File: src/rtl/acc_alu_pkg.sv
// Package: shared constants and types for the accumulator block.
// Assumes op_en bit positions below match the external decoder.
package acc_alu_pkg;
    localparam int NUM_OPS   = 7;
    localparam int OP_AND    = 0;
    localparam int OP_ADD    = 1;
    localparam int OP_CPY_DR = 2;
    localparam int OP_CPY_IN = 3;
    localparam int OP_INV    = 4;
    localparam int OP_ROR    = 5;
    localparam int OP_ROL    = 6;

    // Action chosen for the accumulator register in one cycle.
    typedef enum logic [1:0] {
        ACT_HOLD  = 2'd0,
        ACT_LOAD  = 2'd1,
        ACT_INCR  = 2'd2,
        ACT_CLEAR = 2'd3
    } acc_act_e;
endpackage

File: src/rtl/acc_ripple_adder.sv
// Ripple-carry adder built from one full adder per bit.
// Assumes: carry in is zero; carry out of the top bit is exported.
module acc_ripple_adder #(
    parameter int WIDTH = 16
) (
    input  logic [WIDTH-1:0] a_in,
    input  logic [WIDTH-1:0] b_in,
    output logic [WIDTH-1:0] sum_out,
    output logic             carry_out
);
    logic [WIDTH:0] chain;

    assign chain[0] = 1'b0;

    genvar gi;
    generate
        for (gi = 0; gi < WIDTH; gi++) begin : g_fa
            // One full-adder cell: sum and carry to the next bit.
            assign sum_out[gi]  = a_in[gi] ^ b_in[gi] ^ chain[gi];
            assign chain[gi+1]  = (a_in[gi] & b_in[gi]) | (chain[gi] & (a_in[gi] ^ b_in[gi]));
        end
    endgenerate

    assign carry_out = chain[WIDTH];
endmodule

File: src/rtl/acc_logic_stage.sv
// Per-bit result selection: each bit ORs seven enable-gated terms.
// Assumes op_en is one-hot or zero; if several bits are set the terms
// are ORed together. Also computes the next extend-flag value and the
// load request.
module acc_logic_stage
    import acc_alu_pkg::*;
#(
    parameter int WIDTH    = 16,
    parameter int IN_WIDTH = 8
) (
    input  logic [NUM_OPS-1:0]  op_en,
    input  logic [WIDTH-1:0]    ac,
    input  logic [WIDTH-1:0]    dr,
    input  logic [IN_WIDTH-1:0] inp,
    input  logic                e_cur,
    input  logic [WIDTH-1:0]    add_sum,
    input  logic                add_cout,
    output logic [WIDTH-1:0]    result,
    output logic                e_next,
    output logic                load_req
);
    genvar gi;
    generate
        for (gi = 0; gi < WIDTH; gi++) begin : g_bit
            logic [NUM_OPS-1:0] terms;
            logic               ror_src;
            logic               rol_src;
            logic               in_src;

            if (gi == WIDTH-1) begin : g_ror_top
                assign ror_src = e_cur;
            end else begin : g_ror_mid
                assign ror_src = ac[gi+1];
            end

            if (gi == 0) begin : g_rol_bot
                assign rol_src = e_cur;
            end else begin : g_rol_mid
                assign rol_src = ac[gi-1];
            end

            if (gi < IN_WIDTH) begin : g_in_low
                assign in_src = inp[gi];
            end else begin : g_in_high
                assign in_src = 1'b0;
            end

            // Gather the candidate value of this bit for every operation.
            always_comb begin
                terms            = '0;
                terms[OP_AND]    = ac[gi] & dr[gi];
                terms[OP_ADD]    = add_sum[gi];
                terms[OP_CPY_DR] = dr[gi];
                terms[OP_CPY_IN] = in_src;
                terms[OP_INV]    = ~ac[gi];
                terms[OP_ROR]    = ror_src;
                terms[OP_ROL]    = rol_src;
            end

            assign result[gi] = |(terms & op_en);
        end
    endgenerate

    // Next extend flag: carry for add, shifted-out bit for rotates.
    always_comb begin
        if (op_en[OP_ADD])      e_next = add_cout;
        else if (op_en[OP_ROR]) e_next = ac[0];
        else if (op_en[OP_ROL]) e_next = ac[WIDTH-1];
        else                    e_next = e_cur;
    end

    assign load_req = |op_en;
endmodule

File: src/rtl/acc_ctrl.sv
// Priority control of the accumulator: clear, then increment, then load.
// Assumes ref_exec is the already-decoded register-reference strobe.
module acc_ctrl
    import acc_alu_pkg::*;
(
    input  logic     ref_exec,
    input  logic     ir_b5,
    input  logic     ir_b11,
    input  logic     load_req,
    output acc_act_e action
);
    // Pick the single action for this cycle by fixed priority.
    always_comb begin
        if (ref_exec && ir_b11)     action = ACT_CLEAR;
        else if (ref_exec && ir_b5) action = ACT_INCR;
        else if (load_req)          action = ACT_LOAD;
        else                        action = ACT_HOLD;
    end
endmodule

File: src/rtl/acc_alu_unit.sv
// Top: accumulator and extend flag with adder/logic load path and
// separate clear/increment controls. Synchronous active-low reset.
// Assumes op_en is one-hot or zero (checked by the bound checker).
module acc_alu_unit
    import acc_alu_pkg::*;
#(
    parameter int WIDTH    = 16,
    parameter int IN_WIDTH = 8
) (
    input  logic                clk,
    input  logic                rst_n,
    input  logic [NUM_OPS-1:0]  op_en,
    input  logic [WIDTH-1:0]    dr_in,
    input  logic [IN_WIDTH-1:0] inp_in,
    input  logic                ref_exec,
    input  logic                ir_b5,
    input  logic                ir_b11,
    output logic [WIDTH-1:0]    ac_out,
    output logic                e_out
);
    logic [WIDTH-1:0] ac_q;
    logic             e_q;
    logic [WIDTH-1:0] sum;
    logic             cout;
    logic [WIDTH-1:0] stage_res;
    logic             stage_e;
    logic             load_req;
    acc_act_e         action;
    logic [WIDTH-1:0] ac_d;
    logic             e_d;

    acc_ripple_adder #(.WIDTH(WIDTH)) u_adder (
        .a_in      (ac_q),
        .b_in      (dr_in),
        .sum_out   (sum),
        .carry_out (cout)
    );

    acc_logic_stage #(.WIDTH(WIDTH), .IN_WIDTH(IN_WIDTH)) u_stage (
        .op_en    (op_en),
        .ac       (ac_q),
        .dr       (dr_in),
        .inp      (inp_in),
        .e_cur    (e_q),
        .add_sum  (sum),
        .add_cout (cout),
        .result   (stage_res),
        .e_next   (stage_e),
        .load_req (load_req)
    );

    acc_ctrl u_ctrl (
        .ref_exec (ref_exec),
        .ir_b5    (ir_b5),
        .ir_b11   (ir_b11),
        .load_req (load_req),
        .action   (action)
    );

    // Next-state selection for accumulator and extend flag.
    always_comb begin
        ac_d = ac_q;
        e_d  = e_q;
        unique case (action)
            ACT_CLEAR: ac_d = '0;
            ACT_INCR:  ac_d = ac_q + {{(WIDTH-1){1'b0}}, 1'b1};
            ACT_LOAD: begin
                ac_d = stage_res;
                e_d  = stage_e;
            end
            default:   ac_d = ac_q;
        endcase
    end

    // State registers with synchronous active-low reset.
    always_ff @(posedge clk) begin
        if (!rst_n) begin
            ac_q <= '0;
            e_q  <= 1'b0;
        end else begin
            ac_q <= ac_d;
            e_q  <= e_d;
        end
    end

    assign ac_out = ac_q;
    assign e_out  = e_q;
endmodule

File: config.mk
export PLATFORM = sky130hd
export DESIGN_NAME = acc_alu_unit
export DESIGN_NICKNAME = d
export VERILOG_FILES = /design/src/rtl/acc_alu_pkg.sv /design/src/rtl/acc_ripple_adder.sv /design/src/rtl/acc_logic_stage.sv /design/src/rtl/acc_ctrl.sv /design/src/rtl/acc_alu_unit.sv
export SDC_FILE = /design/constraint.sdc
export NUM_CORES = 1
export LEC_CHECK = 0
export BUFFER_PORTS_ARGS = -buffer_cell sky130_fd_sc_hd__buf_2
export CORE_MARGIN = 2
export CORE_UTILIZATION = 47
export CTS_CLUSTER_SIZE = 30
export DETAILED_ROUTE_END_ITERATION = 8
export PLACE_DENSITY = 0.71
export SLEW_MARGIN = 20
export SYNTH_ARGS = -nofsm -noshare
export SYNTH_HDL_FRONTEND = slang
export SYNTH_SLANG_ARGS = --single-unit
File: constraint.sdc
create_clock -name clk -period 14.05 [get_ports clk]
set_clock_uncertainty 0.05 [all_clocks]
set_input_delay 0.7025 -clock clk [delete_from_list [all_inputs] [get_ports clk]]
set_output_delay 0.7025 -clock clk [all_outputs]
set_load 0.02 [all_outputs]
==> results.py, run 1 <==
metrics = {
    "synthesis": {
        "ys_ff_latch": 17,
        "synth_fp_nets": 368,
        "synth_area_sq_mm": 0.002372,
        "synth_cell_types": 46,
        "synth_edf_count": 0,
        "yosys_most_used_dff": "dfxtp_1",
        "syn_avg_cell_area_sq_um": 7.987,
        "ys_seq_area_share_pct": 14.35,
        "synthCells": 297,
        "synthArstFlopShare_pct": 0,
        "ys_warn_count": 0,
    },
    "place": {
        "place_ws_ns": 6.808,
        "placed_area_sq_mm": 0.002594,
        "gp_congestion": 0.8501,
        "dp.final_hpwl_mm": 4.607,
        "port_buffers": 52,
        "placed_cells": 389,
    },
    "sta": {
        "fmax_mhz": 140.7,
        "drv_slew": 0,
        "slew_headroom_pct": 69.13,
        "rsz0062_at_grt": "false",
        "finalWorstSetupSlack_ns": 6.942,
        "tns_ns": 0,
        "fin_crit_ns": 7.108,
        "worstMarginPinSlew_ns": 0.4617,
        "finalCritPeriodShare_pct": 50.59,
        "setup_viol_count_final": 0,
        "hold_viol": 0,
    },
    "drt": {
        "viasPerCell": 6.033,
        "drt_first_iter_violations": 202,
        "routed_wl_mm": 6.551,
        "wl_per_cell_um": 16.67,
        "vias": 2371,
        "drcViolationCount": 0,
        "ant_nets": 0,
        "dr.pass1.iters": 5,
    },
    "finish": {
        "layout_common_cells": "buf_2 (52), inv_1 (42), a22oi_1 (33)",
        "final_cells": 393,
        "final_common_cell": "buf_2",
        "postLayoutCellArea_sq_mm": 0.002640,
        "final_net_count": 398,
        "n_antenna_cell": 0,
        "syn_to_final_growth_pct": 11.29,
        "drive_gt1_share_pct": 18.71,
        "n_fill_cell": 497,
    },
    "floorplanning": {
        "core_area_sq_mm": 0.004786,
        "rows": 25,
        "top_level_ports": 53,
        "start_util_pct": 49.57,
        "die_w_um": 75.05,
        "dieArea_sq_mm": 0.005632,
        "die_h_um": 75.05,
    },
    "grt": {
        "grt_max_degree": 20,
        "grt_use_total_pct": 24.36,
        "first_global_vias": 2169,
        "overflow": 0,
        "antenna_found_initial": 0,
        "grt_pass1_wl_mm": 10.67,
    },
    "clocking": {
        "hold_buffers": 0,
        "cts_tree": "built",
        "clk_pin_slew_worst_paths_ns": 0.07,
        "cts_made_buffers": 3,
        "worstSkewPairLatency_ns": 0.25,
        "cts-resized-gates": 0,
        "cts_buffer_depth": 2,
        "h-tree-depth": 1,
        "cts.sinks": 17,
        "cts_setup_buffers": 0,
        "cts_root_buffer": "clkbuf_8",
    },
    "run": {
        "maxCapViolations": 0,
    },
    "pwr": {
        "p_seq_share_pct": 37.3,
        "power_switching_mw": 0.08102,
        "power_density_mw_per_mm2": 71.77,
        "p_leak_nw": 1.207,
        "p_comb_share_pct": 42.6,
        "peakVddDrop_mv": 0.04230,
        "p_int_mw": 0.1084,
        "share_clk_of_total_power_pct": 20.1,
        "sw_frac_of_total_pct": 42.76,
        "power_mw": 0.1895,
    },
    "critical_path": {
        "worstPathArrival_ns": 7.21,
        "end_kind": "flip-flop",
        "start_kind": "flip-flop",
        "crit_required_ns": 14.15,
        "critPathKind": "reg2reg",
        "cp_max_fo": 10,
    },
    "hold_path": {
        "min-delay-path-class": "reg2reg",
    },
    "run_status": {
        "status": "finished clean",
    },
}
-- metrics by stage --
step	utilization, %	hold slack, ns
after floorplan	-	0.5619
after global placement	54.20	0.5015
after detailed placement	54.20	0.5114
after CTS	55.16	0.5231
after global routing	55.16	0.5605
final	55.16	0.5213
-- sequential cells by signal, indices dropped and copies added (netlist names) --
name and cells:
ac_out 16, e_out 1
-- per-layer routing --
metal	routed length [um]	GRT usage [%]
met5	0	0
met4	40	5.159
met3	526	2.811
met2	3048	38.21
met1	2936	36.12
-- cell usage after synthesis, drive strengths merged (3+ instances only) --
cell / count / area share, %
a211o: 4 / 1.5
a21oi: 6 / 1.3
a222oi: 7 / 3.0
a22oi: 33 / 10
a31oi: 11 / 2.9
and2: 4 / 1.1
and3: 6 / 1.6
buf: 15 / 3.2
clkbuf: 12 / 2.0
dfxtp: 17 / 14
fa: 15 / 13
ha: 20 / 11
inv: 42 / 6.6
mux2i: 3 / 1.3
nand2: 20 / 3.2
nand2b: 10 / 2.6
nand3: 7 / 1.5
nand4: 6 / 2.8
nor2: 6 / 0.95
nor3: 4 / 0.84
nor4: 6 / 2.5
o211ai: 3 / 0.95
o21ai: 13 / 2.7
o311ai: 3 / 1.1
-- power by group through the flow --
stage / Clock [mW] / Combinational [mW] / Sequential (mW)
final: 0.0381 / 0.0807 / 0.0707
after global routing: 0.0406 / 0.0925 / 0.0728
after CTS: 0.0385 / 0.0808 / 0.0705
after detailed placement: 0 / 0.0802 / 0.0715
after global placement: 0 / 0.0786 / 0.0715
after floorplan: 0 / 0.0598 / 0.0682
-- worst max-delay path, stage by stage, from the launching register on --
cell     delay, ns
dfxtp_1       0.56
ha_1          0.25
inv_1         0.06
fa_1          0.39
fa_1          0.44
fa_1          0.40
fa_1          0.39
fa_1          0.42
fa_1          0.38
inv_1         0.07
fa_1          0.20
fa_1          0.17
inv_1         0.05
fa_1          0.38
fa_1          0.40
fa_1          0.40
fa_1          0.37
inv_1         0.08
fa_1          0.16
inv_1         0.05
fa_1          0.35
inv_1         0.07
fa_1          0.40
a22oi_1       0.14
a31oi_1       0.10
a211o_1       0.28
-- layout make-up --
class,count,area (sq um),share of cell area (%)
Multi-Input combinational cell,211,1752,66.35
Timing Repair Buffer,52,260.3,9.858
Sequential cell,17,340.3,12.89
Clock buffer,3,41.29,1.564
Inverter,42,157.7,5.972
Tap cell,67,83.83,3.175
Clock inverter,1,5.005,0.1896
-- final timing paths --
| kind | start | end | slack, ns | cells after the start |
|---|---|---|---|---|
| max | ac_out[0]$_SDFFE_PN0P_ | ac_out[15]$_SDFFE_PN0P_ | 6.94 | 25 |
| min | e_out$_SDFFE_PN0P_ | e_out$_SDFFE_PN0P_ | 0.52 | 2 |
| max reg2reg | ac_out[0]$_SDFFE_PN0P_ | ac_out[15]$_SDFFE_PN0P_ | 6.94 | 25 |
| min reg2reg | e_out$_SDFFE_PN0P_ | e_out$_SDFFE_PN0P_ | 0.52 | 2 |
-- logic make-up after synthesis --
logic type	share of synthesized area [%]
XOR/XNOR	0.7385
flip-flops	14.35
buffers and inverters	11.81
adder cells (fa/ha/maj)	23.21
AO/OA/AOI/OAI	29.75
multiplexers	1.266
AND/OR/NAND/NOR	18.88
Note: power is estimated with default switching activity, not from simulation.
==> run 2: changes to the inputs <==
==> constraint.sdc (replaced) <==
create_clock -name clk -period 6.6 [get_ports clk]
set_clock_uncertainty 0.05 [all_clocks]
set_input_delay 0.33 -clock clk [delete_from_list [all_inputs] [get_ports clk]]
set_output_delay 0.33 -clock clk [all_outputs]
set_load 0.02 [all_outputs]
==> run 2 against run 1 <==
Against the previous run: register-to-register slack worse by 6.7 ns; sequential share of layout area is 0.26 points lower; setup slack worse by 6.7 ns; worst hold slack worse by 0.12 ns; design area is 2.8% higher; clock-buffer cell count stayed put; largest cell class unchanged.
==> results.py, run 2 (synthesized netlist as in run 1, its figures left out) <==
metrics = {
    "place": {
        "port_buffers": 52,
        "placed_area_sq_mm": 0.002641,
        "dp.final_hpwl_mm": 4.789,
        "gp_congestion": 0.8342,
    },
    "clocking": {
        "worstSkewPairLatency_ns": 0.26,
        "h-tree-depth": 1,
        "cts_tree": "built",
        "cts_root_buffer": "clkbuf_8",
        "cts_setup_buffers": 0,
        "cts_made_buffers": 3,
        "cts.sinks": 17,
        "clk_pin_slew_worst_paths_ns": 0.08,
        "cts_buffer_depth": 2,
    },
    "critical_path": {
        "critPathKind": "reg2reg",
        "crit_required_ns": 6.70,
        "cp_max_fo": 2,
        "cpMostUsedCell": "fa_2",
        "worstPathArrival_ns": 6.44,
        "start_kind": "flip-flop",
        "rr_startpoint": "ac_out[0]$_SDFFE_PN0P_",
        "max_stage_delay_ns": 0.40,
        "end_kind": "flip-flop",
        "critPathLaunch": "ac_out[0]$_SDFFE_PN0P_",
        "crit_slowest_cell": "fa_1",
    },
    "sta": {
        "slew_headroom_pct": 66.07,
        "hold_viol": 0,
        "setup_viol_count_final": 0,
        "rsz0062_at_grt": "false",
        "hold_ws_ns": 0.3992,
        "finalCritPeriodShare_pct": 96.10,
        "drv_slew": 0,
        "fmax_mhz": 157.7,
        "fin_crit_ns": 6.342,
        "worstMarginPinSlew_ns": 0.5075,
    },
    "hold_path": {
        "hold_path_startpoint": "rst_n",
        "min-delay-path-class": "in2reg",
    },
    "drt": {
        "routed_wl_mm": 6.785,
        "drt_first_iter_violations": 177,
        "ant_nets": 0,
        "wl_per_cell_um": 17.01,
        "dr.pass1.iters": 5,
        "drcViolationCount": 0,
        "viasPerCell": 6.050,
        "vias": 2414,
    },
    "finish": {
        "syn_to_final_growth_pct": 14.45,
        "final_common_cell": "buf_2",
        "n_antenna_cell": 0,
        "drive_gt1_share_pct": 24.40,
        "postLayoutCellArea_sq_mm": 0.002715,
        "final_net_count": 404,
        "postLayoutCoreUtil_pct": 56.73,
        "layout_common_cells": "buf_2 (52), inv_1 (41), a22oi_1 (33)",
        "largest_register_ff_count": 16,
    },
    "grt": {
        "grt_pass1_wl_mm": 11.30,
        "grt_use_total_pct": 25.91,
        "grt_max_degree": 20,
        "first_global_vias": 2371,
        "overflow": 0,
        "antenna_found_initial": 0,
    },
    "floorplanning": {
        "core_area_sq_mm": 0.004786,
        "rows": 25,
        "die_h_um": 75.05,
        "die_w_um": 75.05,
        "dieArea_sq_mm": 0.005632,
        "top_level_ports": 53,
        "start_util_pct": 49.57,
    },
    "pwr": {
        "power_density_mw_per_mm2": 152.7,
        "peakVddDrop_mv": 0.07931,
        "p_leak_nw": 1.233,
    },
    "run": {
        "maxCapViolations": 0,
    },
    "run_status": {
        "status": "finished clean",
    },
}
run 2: cell types whose count changed in the layout (fill, tap and decap cells not counted), sizes merged:
cell	before	now
buf	52	58
run 2: through the flow:
step / instances / TNS [ns] / total power [mW] / setup slack, ns
after floorplan: 297 / 0 / 0.2728 / 0.02117
after global placement: 395 / -0.1646 / 0.3244 / -0.1646
after detailed placement: 395 / -0.2596 / 0.3283 / -0.2596
after CTS: 399 / 0 / 0.4133 / 0.03749
after global routing: 399 / 0 / 0.4504 / 0.04554
final: 399 / 0 / 0.4146 / 0.2576
run 2: path summary, 6_finish.rpt:
kind              slack [ns]                       to  depth (start not counted)
hold / removal          0.40  ac_out[11]$_SDFFE_PN0P_                          3
setup reg to reg        0.26  ac_out[15]$_SDFFE_PN0P_                         25
setup / recovery        0.26  ac_out[15]$_SDFFE_PN0P_                         25
hold reg to reg         0.53       e_out$_SDFFE_PN0P_                          2
run 2: worst max-delay path: cells and delay by family, from the launching register on:
| family | cells | cell delay (ns) |
|---|---|---|
| buffers and inverters | 6 | 0.35 |
| AO/OA/AOI/OAI | 3 | 0.52 |
| flip-flops | 1 | 0.33 |
| adder cells (fa/ha/maj) | 16 | 4.96 |
run 2: routing by layer:
layer	GRT usage [%]	up-vias	share of wire (%)
met2	42.98	97	48
met1	35.44	1160	46
li1	-	1151	-
met4	7.341	0	0.97
met5	0	-	0
met3	3.213	6	5.9
run 2: what timing repair did:
item	4_1_cts	5_1_grt
hold buffers	0	0
pin swaps	1	1
endpoints found under the setup margin	1	1
gates cloned	0	0
resized for setup	6	6
run 2: power by group:
group	leakage (nW)	switching, mW	internal (mW)
Clock	0.0255	0.0407	0.0420
Sequential	0.140	0.0303	0.114
Combinational	1.07	0.107	0.0802
run 2: area by class of cell:
cell class	instances	area, sq um
sequential	17	342.8
clock inverter	1	5.005
multi-input combinational	211	1779
timing repair buffer	58	305.3
inverter	42	157.7
fill	452	2071
clock buffer	3	41.29
tap	67	83.83
==> run 3: changes to the inputs <==
--- a/config.mk
+++ b/config.mk
@@ -6,12 +6,15 @@
 export NUM_CORES = 1
 export LEC_CHECK = 0
 export BUFFER_PORTS_ARGS = -buffer_cell sky130_fd_sc_hd__buf_2
+export CELL_PAD_IN_SITES_DETAIL_PLACEMENT = 0
+export CELL_PAD_IN_SITES_GLOBAL_PLACEMENT = 1
 export CORE_MARGIN = 2
-export CORE_UTILIZATION = 47
+export CORE_UTILIZATION = 40
 export CTS_CLUSTER_SIZE = 30
 export DETAILED_ROUTE_END_ITERATION = 8
-export PLACE_DENSITY = 0.71
+export PLACE_DENSITY_LB_ADDON = 0.1
 export SLEW_MARGIN = 20
 export SYNTH_ARGS = -nofsm -noshare
 export SYNTH_HDL_FRONTEND = slang
+export SYNTH_HIERARCHICAL = 1
 export SYNTH_SLANG_ARGS = --single-unit
==> run 3 against run 2 <==
Against the previous run: final cell count is 4.3% lower; setup slack got worse by 0.15 ns; sequential share of layout area increased by 1.1 points; register-to-register slack lost 0.15 ns; first-iteration DRC count grew 40%; maximum frequency decreased by 2.3%; global-route usage is 2.4 points lower; clock power up 5.7%; sequential power shrank 9.7%; die area is 6.6% higher; routed wire length up 1.3%; clock-buffer cell count rose by 1; largest power group unchanged; highest routed layer unchanged.
==> results.py, run 3 <==
metrics = {
    "finish": {
        "regArea_sq_um": 344.1,
        "final_net_count": 369,
        "drive_gt1_share_pct": 27.24,
        "largest_register_ff_count": 16,
        "layout_common_cells": "buf_2 (52), nand2_1 (41), inv_1 (24), a22oi_1 (24)",
        "postLayoutCellArea_sq_mm": 0.002501,
        "multiInputGateArea_sq_mm": 0.001625,
        "final_cells": 382,
        "syn_to_final_growth_pct": 15.75,
        "n_fill_cell": 544,
        "n_antenna_cell": 0,
        "final_common_cell": "buf_2",
    },
    "critical_path": {
        "crit_family": "adder cells",
        "start_kind": "flip-flop",
        "crit_slowest_cell": "fa_2",
        "timing.rr.end": "ac_out[15]$_SDFFE_PN0P_",
        "r2r_cells": 25,
        "cp_max_fo": 2,
        "max_stage_delay_ns": 0.36,
        "reg2reg_slack_ns": 0.11,
        "end_kind": "flip-flop",
        "crit_required_ns": 6.67,
        "critPathKind": "reg2reg",
        "worstPathArrival_ns": 6.57,
        "critPathBufInv": 4,
        "cpMostUsedCell": "fa_2",
        "rr_startpoint": "ac_out[0]$_SDFFE_PN0P_",
    },
    "sta": {
        "worstMarginPinSlew_ns": 0.8126,
        "rsz0062_at_grt": "true",
        "finalCritPeriodShare_pct": 98.40,
        "fin_crit_ns": 6.495,
        "hold_viol": 0,
        "setup_viol_count_final": 0,
        "slew_headroom_pct": 45.82,
        "drv_slew": 0,
        "fmax_mhz": 154.0,
    },
    "synthesis": {
        "synthXorXnorAreaFrac_pct": 1.621,
        "yosys.area_share.adder_pct": 16.79,
        "ys_seq_area_share_pct": 15.75,
        "synth_fp_nets": 326,
        "yosys_most_used_dff": "dfxtp_1",
        "synthSimpleGateAreaFrac_pct": 20.90,
        "synth_top_family_by_area": "compound AO/OA/AOI/OAI gates",
        "yosysMostFrequentCell": "nand2_1",
        "syn_avg_cell_area_sq_um": 8.003,
        "synth_common_cells": "nand2_1 (41), a22oi_1 (24), inv_1 (24), dfxtp_1 (17), a21o_1 (16)",
        "ys_warn_count": 6,
        "synth_area_sq_mm": 0.002161,
        "ys_ff_latch": 17,
        "synth_edf_count": 0,
        "synthArstFlopShare_pct": 0,
        "synth_compound_area_share_pct": 33.93,
        "synth_cell_types": 49,
        "netlist_top_cells_area": "dfxtp_1 (16%), fa_1 (14%), a22oi_1 (8.3%)",
        "synthCells": 270,
        "synth_top_area_cell": "dfxtp_1",
        "synth_top_area_share_pct": 15.75,
        "synthMuxAreaShare_pct": 0.4632,
    },
    "clocking": {
        "cts_root_buffer": "clkbuf_8",
        "cts_setup_buffers": 0,
        "hold_buffers": 0,
        "h-tree-depth": 1,
        "clk_pin_slew_worst_paths_ns": 0.09,
        "worstSkewPairLatency_ns": 0.27,
        "cts_made_buffers": 3,
        "cts_buffer_depth": 2,
        "cts_tree": "built",
        "cts.sinks": 17,
    },
    "drt": {
        "viasPerCell": 6.097,
        "ant_nets": 0,
        "drt_first_iter_violations": 247,
        "vias": 2329,
        "routed_wl_mm": 6.875,
        "wl_per_cell_um": 18.00,
        "dr.pass1.iters": 5,
        "drcViolationCount": 0,
    },
    "place": {
        "gp_congestion": 0.8111,
        "dp.final_hpwl_mm": 4.927,
        "port_buffers": 52,
        "placed_cells": 378,
        "placed_area_sq_mm": 0.002439,
    },
    "pwr": {
        "p_leak_nw": 1.081,
        "power_density_mw_per_mm2": 150.9,
        "power_mw": 0.3774,
        "peakVddDrop_mv": 0.07198,
    },
    "floorplanning": {
        "die_w_um": 77.50,
        "core_area_sq_mm": 0.005172,
        "dieArea_sq_mm": 0.006006,
        "top_level_ports": 53,
        "die_h_um": 77.50,
        "start_util_pct": 41.78,
        "rows": 26,
    },
    "grt": {
        "grt_max_degree": 23,
        "overflow": 0,
        "grt_use_total_pct": 23.49,
        "antenna_found_initial": 0,
        "grt_pass1_wl_mm": 11.36,
        "first_global_vias": 2188,
    },
    "hold_path": {
        "hold_path_startpoint": "rst_n",
        "whs_path_depth": 2,
        "min_to": "ac_out[5]$_SDFFE_PN0P_",
        "min-delay-path-class": "in2reg",
    },
    "run_status": {
        "status": "finished clean",
    },
    "run": {
        "maxCapViolations": 0,
    },
}
run 3: cell count changes in the layout (fill, tap and decap cells not counted), sizes merged, moves of 9 or more:
cell and change:
nand2 +21, inv -17, a21o +16, ha -15, nand2b -9, o2111ai +9
run 3: how the worst max path moves through the flow:
stage                              endpoint  cells after the start                    from
floorplan           ac_out[15]$_SDFFE_PN0P_                     25  ac_out[0]$_SDFFE_PN0P_
global placement    ac_out[15]$_SDFFE_PN0P_                     26                dr_in[0]
detailed placement  ac_out[15]$_SDFFE_PN0P_                     26                dr_in[0]
CTS                 ac_out[15]$_SDFFE_PN0P_                     25  ac_out[0]$_SDFFE_PN0P_
global route        ac_out[15]$_SDFFE_PN0P_                     25  ac_out[0]$_SDFFE_PN0P_
finish              ac_out[15]$_SDFFE_PN0P_                     25  ac_out[0]$_SDFFE_PN0P_
run 3: kinds of logic (layout without fill, tap and decap cells):
family | count (synthesis) | after routing
flip-flops | 17 | 17
buffers and inverters | 45 | 87
multiplexers | 1 | 1
AND/OR/NAND/NOR | 88 | 88
adder cells (fa/ha/maj) | 20 | 20
AO/OA/AOI/OAI | 95 | 95
XOR/XNOR | 4 | 4
run 3: layer usage:
metal	vias to the layer above	share of wire (%)	GRT usage (%)
li1	1105	-	-
met1	1120	49	36.46
met2	100	43	35.74
met3	4	7.6	1.395
met4	0	0.73	4.821
met5	-	0	0
run 3: cell type report:
type	count	share of cell area (%)
Multi-Input combinational cell	208	64.98
Sequential cell	17	13.76
Timing Repair Buffer	58	12.21
Inverter	25	3.752
Tap cell	70	3.502
Clock buffer	4	1.801
run 3: metrics by stage:
step / TNS (ns) / util, % / worst slack [ns] / hold WS [ns]
final: 0 / 48.36 / 0.1054 / 0.3206
after CTS: 0 / 48.26 / 0.02264 / 0.3234
after global routing: -0.1164 / 48.36 / -0.1164 / 0.3247
after detailed placement: -0.2815 / 47.15 / -0.2815 / 0.5246
after floorplan: 0 / - / 0.002801 / 0.5486
after global placement: -0.2296 / 47.15 / -0.2296 / 0.5207
run 3: where the power goes:
group / leakage (nW) / switching (mW) / internal (mW)
Sequential: 0.140 / 0.0204 / 0.111
Clock: 0.0228 / 0.0444 / 0.0431
Combinational: 0.919 / 0.0916 / 0.0673
run 3: timing repair:
| item | in CTS | in global routing |
|---|---|---|
| cloned | 0 | 0 |
| pin swaps | 0 | 1 |
| resized for setup | 5 | 2 |
| setup endpoints to repair | 1 | 1 |
